<file path="src/rtl/mdio_resp_pkg.sv">
package mdio_resp_pkg;

    localparam int CTRL_W  = 4;
    localparam int BIT_DO  = 0;
    localparam int BIT_DI  = 1;
    localparam int BIT_OE  = 2;
    localparam int BIT_CLK = 3;

    localparam logic [1:0] ST_CODE  = 2'b01;
    localparam logic [1:0] OP_WRITE = 2'b01;
    localparam logic [1:0] OP_READ  = 2'b10;
    localparam logic [1:0] TA_WRITE = 2'b10;

    typedef enum logic [1:0] {
        PH_IDLE  = 2'd0,
        PH_READ  = 2'd1,
        PH_WRITE = 2'd2
    } phase_e;

endpackage

</file>
<file path="src/rtl/mdio_resp_frame.sv">
module mdio_resp_frame
    import mdio_resp_pkg::*;
#(
    parameter int DATA_W = 16,
    parameter int ADDR_W = 5
) (
    input  logic              clk,
    input  logic              rst_n,
    input  logic              we_i,
    input  logic              mclk_i,
    input  logic              mdo_i,
    input  logic              moe_i,
    input  logic [DATA_W-1:0] rd_data_i,
    output logic [ADDR_W-1:0] rd_addr_o,
    output logic              wr_en_o,
    output logic [ADDR_W-1:0] wr_addr_o,
    output logic [DATA_W-1:0] wr_data_o,
    output logic              di_o
);

    localparam int SHIFT_W = 2 * DATA_W;
    localparam int CNT_W   = $clog2(SHIFT_W + 2);
    localparam int RA_LO   = 2;
    localparam int PA_LO   = RA_LO + ADDR_W;
    localparam int OP_LO   = PA_LO + ADDR_W;
    localparam int ST_LO   = OP_LO + 2;
    localparam logic [CNT_W-1:0] CNT_SYNC = CNT_W'(SHIFT_W);
    localparam logic [CNT_W-1:0] CNT_HALF = CNT_W'(DATA_W);
    localparam logic [CNT_W-1:0] CNT_EXP  = '1;

    typedef struct packed {
        logic               last_clk;
        logic [SHIFT_W-1:0] shreg;
        logic [CNT_W-1:0]   cnt;
        phase_e             phase;
        logic [ADDR_W-1:0]  reg_addr;
        logic [DATA_W-1:0]  dout;
        logic               di;
    } frame_t;

    frame_t frm_d, frm_q;

    logic               rise;
    logic               samp;
    logic [SHIFT_W-1:0] shifted;
    logic [CNT_W-1:0]   cnt_v;
    phase_e             phase_v;
    logic [1:0]         hdr_st, hdr_op, hdr_ta;

    assign rise    = we_i && !frm_q.last_clk && mclk_i;
    assign samp    = mdo_i & moe_i;
    assign shifted = {frm_q.shreg[SHIFT_W-2:0], samp};
    assign hdr_st  = shifted[ST_LO +: 2];
    assign hdr_op  = shifted[OP_LO +: 2];
    assign hdr_ta  = shifted[1:0];

    always_comb begin
        frm_d     = frm_q;
        cnt_v     = frm_q.cnt;
        phase_v   = frm_q.phase;
        wr_en_o   = 1'b0;
        rd_addr_o = shifted[RA_LO +: ADDR_W];
        wr_addr_o = frm_q.reg_addr;
        wr_data_o = shifted[DATA_W-1:0];

        if (we_i) begin
            frm_d.last_clk = mclk_i;
        end

        if (rise) begin
            frm_d.shreg = shifted;
            if (&shifted) begin
                cnt_v = CNT_SYNC;
            end

            if (cnt_v == CNT_HALF) begin
                if (hdr_st == ST_CODE && hdr_op == OP_WRITE && hdr_ta == TA_WRITE) begin
                    phase_v = PH_WRITE;
                end else if (hdr_st == ST_CODE && hdr_op == OP_READ && !hdr_ta[0]) begin
                    phase_v = PH_READ;
                end else begin
                    phase_v = PH_IDLE;
                end
                if (phase_v != PH_IDLE) begin
                    frm_d.reg_addr = shifted[RA_LO +: ADDR_W];
                end
                if (phase_v == PH_READ) begin
                    frm_d.dout = rd_data_i;
                end
            end else if (cnt_v < CNT_HALF && phase_v == PH_READ) begin
                frm_d.di   = frm_q.dout[DATA_W-1];
                frm_d.dout = {frm_q.dout[DATA_W-2:0], 1'b0};
            end

            if (cnt_v == '0 && phase_v != PH_IDLE) begin
                wr_en_o = (phase_v == PH_WRITE);
                phase_v = PH_IDLE;
            end

            frm_d.cnt   = (cnt_v == '0 || cnt_v == CNT_EXP) ? CNT_EXP : cnt_v - 1'b1;
            frm_d.phase = phase_v;
        end
    end

    always_ff @(posedge clk or negedge rst_n) begin
        if (!rst_n) begin
            frm_q          <= '0;
            frm_q.cnt      <= CNT_EXP;
            frm_q.phase    <= PH_IDLE;
        end else begin
            frm_q <= frm_d;
        end
    end

    assign di_o = frm_q.di;


    di_quiet_chk: assert property (@(posedge clk) disable iff (!rst_n)
        !(we_i && mclk_i && !frm_q.last_clk) |=> $stable(di_o));


    cnt_range_chk: assert property (@(posedge clk) disable iff (!rst_n)
        (frm_q.cnt <= CNT_SYNC) || (frm_q.cnt == CNT_EXP));


    busy_window_chk: assert property (@(posedge clk) disable iff (!rst_n)
        (frm_q.phase != PH_IDLE) |-> (frm_q.cnt < CNT_HALF));

endmodule

</file>
<file path="src/rtl/mdio_resp_bank.sv">
module mdio_resp_bank #(
    parameter int          DATA_W    = 16,
    parameter int          ADDR_W    = 5,
    parameter int          NUM_REGS  = 32,
    parameter bit          WRITE_EN  = 1'b1,
    parameter int          ID_HI_IDX = 2,
    parameter int          ID_LO_IDX = 3,
    parameter logic [15:0] ID_HI_VAL = 16'h0022,
    parameter logic [15:0] ID_LO_VAL = 16'h161A
) (
    input  logic              clk,
    input  logic              rst_n,
    input  logic [ADDR_W-1:0] rd_addr_i,
    output logic [DATA_W-1:0] rd_data_o,
    input  logic              wr_en_i,
    input  logic [ADDR_W-1:0] wr_addr_i,
    input  logic [DATA_W-1:0] wr_data_i
);

    localparam logic [ADDR_W:0] NREG = (ADDR_W + 1)'(NUM_REGS);

    logic [NUM_REGS-1:0][DATA_W-1:0] regs_d, regs_q;

    function automatic logic [DATA_W-1:0] init_val(input int idx);
        if (idx == ID_HI_IDX) return DATA_W'(ID_HI_VAL);
        if (idx == ID_LO_IDX) return DATA_W'(ID_LO_VAL);
        return '0;
    endfunction

    generate
        if (WRITE_EN) begin : g_rw
            always_comb begin
                regs_d = regs_q;
                if (wr_en_i && ({1'b0, wr_addr_i} < NREG)) begin
                    regs_d[wr_addr_i] = wr_data_i;
                end
            end


            wr_land_chk: assert property (@(posedge clk) disable iff (!rst_n)
                wr_en_i |=> (regs_q[$past(wr_addr_i)] == $past(wr_data_i)));
        end else begin : g_ro
            always_comb begin
                regs_d = regs_q;
            end


            ro_hold_chk: assert property (@(posedge clk) disable iff (!rst_n)
                $stable(regs_q));
        end
    endgenerate

    always_ff @(posedge clk or negedge rst_n) begin
        if (!rst_n) begin
            for (int i = 0; i < NUM_REGS; i++) begin
                regs_q[i] <= init_val(i);
            end
        end else begin
            regs_q <= regs_d;
        end
    end

    assign rd_data_o = ({1'b0, rd_addr_i} < NREG) ? regs_q[rd_addr_i] : '0;

    logic wr_unused;
    assign wr_unused = wr_en_i & ~WRITE_EN;

endmodule

</file>
<file path="src/rtl/mdio_resp_top.sv">
module mdio_resp_top
    import mdio_resp_pkg::*;
#(
    parameter int          DATA_W    = 16,
    parameter int          ADDR_W    = 5,
    parameter int          NUM_REGS  = 32,
    parameter bit          WRITE_EN  = 1'b1,
    parameter logic [15:0] ID_HI_VAL = 16'h0022,
    parameter logic [15:0] ID_LO_VAL = 16'h161A
) (
    input  logic              clk,
    input  logic              rst_n,
    input  logic              sw_we,
    input  logic [CTRL_W-1:0] sw_wdata,
    output logic [CTRL_W-1:0] sw_rdata
);

    typedef struct packed {
        logic mclk;
        logic moe;
        logic mdo;
    } ctrl_t;

    ctrl_t ctrl_d, ctrl_q;

    logic [ADDR_W-1:0] rd_addr;
    logic [DATA_W-1:0] rd_data;
    logic              wr_en;
    logic [ADDR_W-1:0] wr_addr;
    logic [DATA_W-1:0] wr_data;
    logic              di;
    logic              sw_di_unused;

    assign sw_di_unused = sw_wdata[BIT_DI];

    always_comb begin
        ctrl_d = ctrl_q;
        if (sw_we) begin
            ctrl_d.mclk = sw_wdata[BIT_CLK];
            ctrl_d.moe  = sw_wdata[BIT_OE];
            ctrl_d.mdo  = sw_wdata[BIT_DO];
        end
    end

    always_ff @(posedge clk or negedge rst_n) begin
        if (!rst_n) begin
            ctrl_q <= '0;
        end else begin
            ctrl_q <= ctrl_d;
        end
    end

    always_comb begin
        sw_rdata          = '0;
        sw_rdata[BIT_DO]  = ctrl_q.mdo;
        sw_rdata[BIT_DI]  = di;
        sw_rdata[BIT_OE]  = ctrl_q.moe;
        sw_rdata[BIT_CLK] = ctrl_q.mclk;
    end

    mdio_resp_frame #(
        .DATA_W (DATA_W),
        .ADDR_W (ADDR_W)
    ) u_frame (
        .clk       (clk),
        .rst_n     (rst_n),
        .we_i      (sw_we),
        .mclk_i    (sw_wdata[BIT_CLK]),
        .mdo_i     (sw_wdata[BIT_DO]),
        .moe_i     (sw_wdata[BIT_OE]),
        .rd_data_i (rd_data),
        .rd_addr_o (rd_addr),
        .wr_en_o   (wr_en),
        .wr_addr_o (wr_addr),
        .wr_data_o (wr_data),
        .di_o      (di)
    );

    mdio_resp_bank #(
        .DATA_W    (DATA_W),
        .ADDR_W    (ADDR_W),
        .NUM_REGS  (NUM_REGS),
        .WRITE_EN  (WRITE_EN),
        .ID_HI_IDX (2),
        .ID_LO_IDX (3),
        .ID_HI_VAL (ID_HI_VAL),
        .ID_LO_VAL (ID_LO_VAL)
    ) u_bank (
        .clk       (clk),
        .rst_n     (rst_n),
        .rd_addr_i (rd_addr),
        .rd_data_o (rd_data),
        .wr_en_i   (wr_en),
        .wr_addr_i (wr_addr),
        .wr_data_i (wr_data)
    );


    ctrl_echo_chk: assert property (@(posedge clk) disable iff (!rst_n)
        sw_we |=> (sw_rdata[BIT_DO]  == $past(sw_wdata[BIT_DO]))
               && (sw_rdata[BIT_OE]  == $past(sw_wdata[BIT_OE]))
               && (sw_rdata[BIT_CLK] == $past(sw_wdata[BIT_CLK])));

endmodule

</file>
<file path="config.mk">
export PLATFORM = sky130hd
export DESIGN_NAME = mdio_resp_top
export DESIGN_NICKNAME = d
export VERILOG_FILES = /design/src/rtl/mdio_resp_pkg.sv /design/src/rtl/mdio_resp_frame.sv /design/src/rtl/mdio_resp_bank.sv /design/src/rtl/mdio_resp_top.sv
export SDC_FILE = /design/constraint.sdc
export NUM_CORES = 1
export LEC_CHECK = 0
export CELL_PAD_IN_SITES_DETAIL_PLACEMENT = 0
export CELL_PAD_IN_SITES_GLOBAL_PLACEMENT = 1
export CORE_ASPECT_RATIO = 0.7
export CORE_UTILIZATION = 54
export CTS_CLUSTER_SIZE = 24
export DETAILED_ROUTE_END_ITERATION = 16
export GPL_TIMING_DRIVEN = 1
export PLACE_DENSITY_LB_ADDON = 0.1
export SLEW_MARGIN = 20
export SYNTH_ARGS = -nofsm -noshare
export SYNTH_HDL_FRONTEND = slang
export SYNTH_SLANG_ARGS = --single-unit
</file>
<file path="constraint.sdc">
create_clock -name clk -period 4.95 [get_ports clk]
set_input_delay 1.2375 -clock clk [delete_from_list [all_inputs] [get_ports clk]]
set_output_delay 1.2375 -clock clk [all_outputs]
set_load 0.03 [all_outputs]
</file>
==> results of run 1 <==
## cells in the mapped netlist, types with 9 or more instances
| cell | instances |
|---|---|
| dfstp_2 | 14 |
| nand4_1 | 17 |
| nor3_1 | 21 |
| mux2i_1 | 49 |
| buf_6 | 9 |
| clkbuf_1 | 98 |
| a211oi_1 | 15 |
| o22ai_1 | 17 |
| dfrtp_1 | 562 |
| buf_1 | 16 |
| mux2_2 | 475 |
| a31oi_1 | 17 |
| mux4_2 | 113 |
| nor2b_1 | 32 |
| nand2_1 | 117 |
| o21ai_0 | 22 |
| inv_1 | 11 |
| nor2_1 | 36 |
| nand4_4 | 15 |
| o32ai_1 | 15 |
| mux2_4 | 60 |
| buf_2 | 39 |
| nand4_2 | 13 |
## flip-flops by register name, indices dropped and copies added, names as in the netlist
| signal | count |
|---|---|
| sw_rdata | 2 |
| u_frame.rd_addr_o | 5 |
| u_bank.regs_q | 512 |
| u_frame.wr_data_o | 10 |
| u_frame.di_o | 1 |
| u_frame.frm_q | 41 |
| u_frame.wr_addr_o | 5 |
## final cells by class
| class | count | area (um^2) | area share, % |
|---|---|---|---|
| antenna | 1 | 2.50 | 0.00845 |
| tap | 665 | 832 | 2.81 |
| inverter | 11 | 41.3 | 0.139 |
| timing repair buffer | 80 | 769 | 2.60 |
| clock buffer | 86 | 1660 | 5.59 |
| clock inverter | 11 | 105 | 0.355 |
| sequential | 576 | 14400 | 48.8 |
| multi-input combinational | 1082 | 11800 | 39.7 |
## how the worst max path moves through the flow
stage	start	endpoint	slack [ns]
6_report	sw_wdata[0]	u_bank.regs_q[280]	0.30
4_1_cts	sw_wdata[0]	u_bank.regs_q[264]	0.22
3_5_place_dp	sw_wdata[0]	u_bank.regs_q[264]	-0.39
2_1_floorplan	sw_wdata[0]	u_bank.regs_q[10]	0.57
5_1_grt	sw_wdata[0]	u_bank.regs_q[283]	0.14
3_3_place_gp	sw_wdata[0]	u_bank.regs_q[266]	-0.36
## where the power goes
group          internal [mW]  switching (mW)
sequential              4.84           0.117
clock                   2.38            1.76
combinational          0.432           0.932
total                   7.66            2.81
## per-layer routing
metal | vias to the layer above | GRT usage (%)
met5 | - | 0
met4 | 0 | 5.20
met3 | 66 | 3.42
met2 | 308 | 39.1
met1 | 8297 | 38.6
li1 | 6690 | -
## critical path, cell delays in order
cell and delay [ns]:
clkdlybuf4s50_1 0.49, nand2_1 0.15, nor2_1 0.22, nand3_2 0.14, nand2_1 0.11, ha_1 0.16
and4bb_2 0.26, nand4_2 0.15, a211oi_4 0.98, buf_4 0.31, nand4_4 0.42, mux2_4 0.47
## per-stage QoR
step / TNS, ns / setup slack [ns] / instance area (um^2) / instances
after CTS: 0 / 0.221 / 29600 / 2510
after detailed placement: -32.75 / -0.390 / 27800 / 2413
final: 0 / 0.296 / 29600 / 2512
after global placement: -23.18 / -0.360 / 27800 / 2413
after floorplan: 0 / 0.568 / 27000 / 1837
after global routing: 0 / 0.138 / 29600 / 2511
## layout by cell type, fill, tap and decap left out, types with 3 or more instances in the layout
cell type        count
a31oi_1             17
clkinv_2             9
nor2_1              35
nand2b_1             3
nand4_4             15
mux2_2             475
inv_1               11
o21ai_0             22
nand4_1             17
o32ai_1             15
a211oi_1            15
nor2b_1             32
clkbuf_1            17
clkbuf_8            12
dfrtp_1            557
mux4_2             113
nor3b_2              4
nand2_1            117
o31ai_1              4
dfstp_2             14
buf_12              11
clkbuf_16           57
dfrtp_4              3
nand4_2             13
buf_4               59
mux2i_1             49
and3_1               4
o22ai_1             17
ha_1                 3
nand3_1              3
nor3_1              21
clkdlybuf4s50_1      8
mux2_4              60
## cell families after synthesis
logic type | synth area share [%]
muxes | 34.5
DFF | 53.5
buffers and inverters | 3.00
AOI/OAI and AO/OA | 2.61
and+or+nand+nor | 6.21
adders and majority gates | 0.139
==> impl_metrics.py, run 1 <==
metrics = {
    "sta": {
        "drv_slew": 0,
        "period_share_pct": 94.0,
        "whs_ns": 0.496,
        "max_freq_mhz": 215,
        "setup_viol": 0,
        "tightest_slew_ns": 1.15,
        "hold_violations": 0,
        "max-slew-margin-rel_pct": 23.2,
        "grt_setup_unrepaired": "no",
        "min_period_ns": 4.65,
        "fin_skew_ns": 0.0125,
    },
    "layout": {
        "area_growth_pct": 9.93,
        "post_route_cells_drive_above_1_share_pct": 46.7,
        "fin_util_pct": 60.1,
        "final_nets": 1816,
        "fill_cells": 3736,
    },
    "worst_hold_path": {
        "hp-start": "u_frame.frm_q[60]",
        "hold_depth": 2,
        "hold_path_class": "flop to flop",
        "hold_end": "u_frame.frm_q[60]",
    },
    "route": {
        "first_iter_violations": 1089,
        "viasPerCell": 6.12,
        "met1Wirelength_mm": 29.8,
        "vias": 15400,
        "wl_per_cell_um": 24.6,
        "postRouteAntennaNets": 0,
        "detail_route.first_pass.iterations": 9,
        "drc": 0,
        "met3_length_mm": 2.70,
        "top_layer_used": "met4",
        "wirelength_mm": 61.8,
        "wl_met2_mm": 28.6,
    },
    "cts": {
        "insertion_delay_ns": 0.58,
        "clockRootBuffer": "clkbuf_16",
        "hold_buffers": 0,
        "htree_num_levels": 2,
        "cts_buffer_depth": 3,
        "cts_tree": "yes",
        "cts.sinks": 576,
        "postCtsSetupRepairBufs": 0,
        "clkTransAtPathRegs_ns": 0.06,
        "cts_buffers": 55,
        "ctsResizeCount": 0,
    },
    "floorplanning": {
        "row_count": 68,
        "die_w_um": 269,
        "core-area_um2": 49300,
        "dieArea_um2": 50800,
        "start_util_pct": 54.7,
        "die_y_um": 189,
        "ios": 11,
    },
    "power": {
        "peakVddDrop_mv": 0.285,
        "leakage_nw": 14.3,
        "power.total_mw": 10.5,
        "pwr_density_cell_nw_per_um2": 353,
    },
    "yosys": {
        "ys_types": 53,
        "synth_seq_cells": 576,
        "ys_top_cells_by_area": "dfrtp_1 52%, mux2_2 20%, mux4_2 9.4%, mux2_4 3.3%, mux2i_1 1.8%",
        "synthFlopType": "dfrtp_1",
        "synth-edff-count": 0,
        "ys_async_sr_fraction_pct": 100,
        "synth_area_leader_cell": "dfrtp_1",
        "ys_warn_count": 0,
        "synth_nets": 1847,
        "synthCells": 1837,
        "synth_top_area_share_pct": 52.2,
        "synthesis.area_um2": 27000,
        "seq_area_frac_synth_pct": 53.5,
        "synth_area_per_cell_um2": 14.7,
    },
    "job": {
        "maxCapViolCount": 0,
    },
    "place": {
        "dp_hpwl_mm": 36.6,
        "port_buffers": 9,
        "gp_congestion": 0.874,
    },
    "global_routing": {
        "grt_pass1_vias": 15900,
        "grt_max_degree": 116,
        "grt_usage_pct": 25.3,
        "grt_pass1_wl_mm": 97.5,
        "antenna_found_initial": 0,
        "globalRoute.totalOverflow": 0,
    },
    "worst_setup_path": {
        "worst-r2r-cell-count": 12,
        "crit_type": "primary input to flop",
        "ff2ff_setup_slack_ns": 0.67,
        "r2r_start": "u_frame.rd_addr_o[0]",
        "cp-start-kind": "primary input",
        "crit_arrival_ns": 5.12,
        "timing.rr.end": "u_bank.regs_q[280]",
        "cp-end-kind": "flop",
        "critPathMaxFanout": 16,
        "cp.required_ns": 5.42,
    },
    "outcome": {
        "status": "completed",
    },
}
Note: power is estimated with default switching activity, not from simulation.
==> inputs of run 2 (changes only) <==
--- a/config.mk
+++ b/config.mk
@@ -8,7 +8,7 @@
 export CELL_PAD_IN_SITES_DETAIL_PLACEMENT = 0
 export CELL_PAD_IN_SITES_GLOBAL_PLACEMENT = 1
 export CORE_ASPECT_RATIO = 0.7
-export CORE_UTILIZATION = 54
+export CORE_UTILIZATION = 50
 export CTS_CLUSTER_SIZE = 24
 export DETAILED_ROUTE_END_ITERATION = 16
 export GPL_TIMING_DRIVEN = 1
==> run 2 against run 1 <==
Largest cell class unchanged; critical path depth up 1; global-route usage fell by 1.6 points; wire length is 2.1% higher; sequential cell count is the same; sequential share of layout area is 0.69 points lower; clock skew is 0.014 ns higher; total power is 4.9% higher; register-to-register slack better by 0.40 ns; sequential power about the same; critical endpoint is now u_bank.regs_q[251].
==> impl_metrics.py, run 2 (same netlist as run 1, synthesis figures left out) <==
metrics = {
    "outcome": {
        "status": "completed",
    },
    "worst_setup_path": {
        "critPathMaxStageDelay_ns": 0.53,
        "crit_arrival_ns": 4.83,
        "crit_chain": "clkdlybuf4s50_1 -> nand2_1 -> nor2_1 -> nand3_2 -> nand2_1 -> ha_1 -> or3b_4 -> o21ai_0 -> a211oi_4 -> buf_8 -> buf_4 -> nand4_4 -> mux2_2",
        "critPathMaxFanout": 16,
        "cp.required_ns": 5.42,
        "crit_path_frequent_cell": "nand2_1",
        "ff2ff_setup_slack_ns": 1.07,
        "cp-start-kind": "primary input",
        "cp-end-kind": "flop",
        "crit_type": "primary input to flop",
        "critPathSlowestCell": "o21ai_0",
    },
    "route": {
        "wirelength_mm": 63.1,
        "drc": 0,
        "first_iter_violations": 929,
        "wl_per_cell_um": 24.5,
        "viasPerCell": 5.89,
        "detail_route.first_pass.iterations": 5,
        "vias": 15100,
        "postRouteAntennaNets": 0,
    },
    "place": {
        "gp_congestion": 0.837,
        "dp_hpwl_mm": 36.4,
        "port_buffers": 9,
        "dpl_worst_slack_ns": -0.383,
    },
    "layout": {
        "final_common_cell": "dfrtp_1",
        "final_cell_mix": "557 x dfrtp_1, 475 x mux2_2, 117 x nand2_1",
        "largest_reg_flops": 512,
        "area_growth_pct": 11.5,
        "final_nets": 1819,
        "fill_cells": 4233,
        "post_route_cells_drive_above_1_share_pct": 47.2,
        "regMostFlops": "u_bank.regs_q",
    },
    "worst_hold_path": {
        "hold_path_class": "flop to flop",
    },
    "sta": {
        "fin_skew_ns": 0.0260,
        "grt_setup_unrepaired": "no",
        "min_period_ns": 4.36,
        "hold_violations": 0,
        "max-slew-margin-rel_pct": 26.9,
        "max_freq_mhz": 229,
        "whs_ns": 0.492,
        "setup_viol": 0,
        "fin_tns_setup_ns": 0,
        "tightest_slew_ns": 1.10,
        "fin_ws_ns": 0.592,
        "drv_slew": 0,
        "period_share_pct": 88.0,
    },
    "cts": {
        "postCtsSetupRepairBufs": 0,
        "htree_num_levels": 2,
        "cts_buffer_depth": 3,
        "clkTransAtPathRegs_ns": 0.06,
        "cts_tree": "yes",
        "cts.sinks": 576,
        "ctsResizeCount": 0,
        "cts_buffers": 55,
        "hold_buffers": 0,
        "clockRootBuffer": "clkbuf_16",
        "insertion_delay_ns": 0.61,
    },
    "floorplanning": {
        "core-area_um2": 52700,
        "dieArea_um2": 54800,
        "die_w_um": 279,
        "start_util_pct": 51.1,
        "row_count": 70,
        "ios": 11,
        "die_y_um": 196,
    },
    "power": {
        "pwr_density_cell_nw_per_um2": 365,
        "peakVddDrop_mv": 0.254,
        "leakage_nw": 14.5,
    },
    "global_routing": {
        "grt_usage_pct": 23.7,
        "grt_max_degree": 147,
        "grt_pass1_vias": 15500,
        "antenna_found_initial": 1,
        "grt_pass1_wl_mm": 98.2,
        "globalRoute.totalOverflow": 0,
    },
    "job": {
        "maxCapViolCount": 0,
    },
}
[run 2: cell types whose count changed in the layout (fill, tap and decap cells not counted), sizes merged]
cell    before  now
bufinv       2   10
clkbuf      86   82
buf         72   75
clkinv       9    7
[run 2: final cells by class]
class	count	area [um^2]	area share [%]
clock buffer	82	1660	5.53
clock inverter	17	335	1.12
antenna	1	2.50	0.00833
inverter	11	41.3	0.137
timing repair buffer	83	891	2.96
tap	720	901	3.00
multi-input combinational	1082	11800	39.2
sequential	576	14400	48.1
[run 2: metrics by stage]
stage	std cells	total power [mW]	area (um^2)	util (%)
floorplan	1837	5.90	27000	-
global placement	2470	6.42	28000	53.1
detailed placement	2470	6.45	28000	53.1
CTS	2569	11.1	30000	56.9
global route	2571	11.4	30000	57.0
finish	2572	11.0	30100	57.0
[run 2: worst max-delay path: cells and delay by family]
family	cells	cell delay, ns
simple gates	6	1.33
buf+inv	3	0.88
compound gates	2	0.80
mux	1	0.39
fa+ha+maj	1	0.17
[run 2: metal layers]
| metal | GRT usage, % | part of all wire [%] | up-vias |
|---|---|---|---|
| met1 | 34.7 | 48 | 8148 |
| li1 | - | - | 6688 |
| met2 | 36.4 | 45 | 227 |
| met5 | 0 | 0 | - |
| met3 | 4.92 | 4.6 | 84 |
| met4 | 5.55 | 1.9 | 0 |
[run 2: worst paths after layout]
kind                                            from            endpoint  depth (start not counted)
worst min register to register     u_frame.frm_q[60]   u_frame.frm_q[60]                          2
worst max register to register  u_frame.rd_addr_o[1]    u_frame.frm_q[5]                          7
min in group asynchronous                      rst_n    u_bank.regs_q[3]                          1
worst max-delay path                     sw_wdata[0]  u_bank.regs_q[251]                         13
max in group asynchronous                      rst_n  u_bank.regs_q[426]                          2
worst min-delay path               u_frame.frm_q[60]   u_frame.frm_q[60]                          2
[run 2: power breakdown]
part,internal (mW),switching [mW]
combinational,0.441,0.967
sequential,4.84,0.0941
clock,2.82,1.81
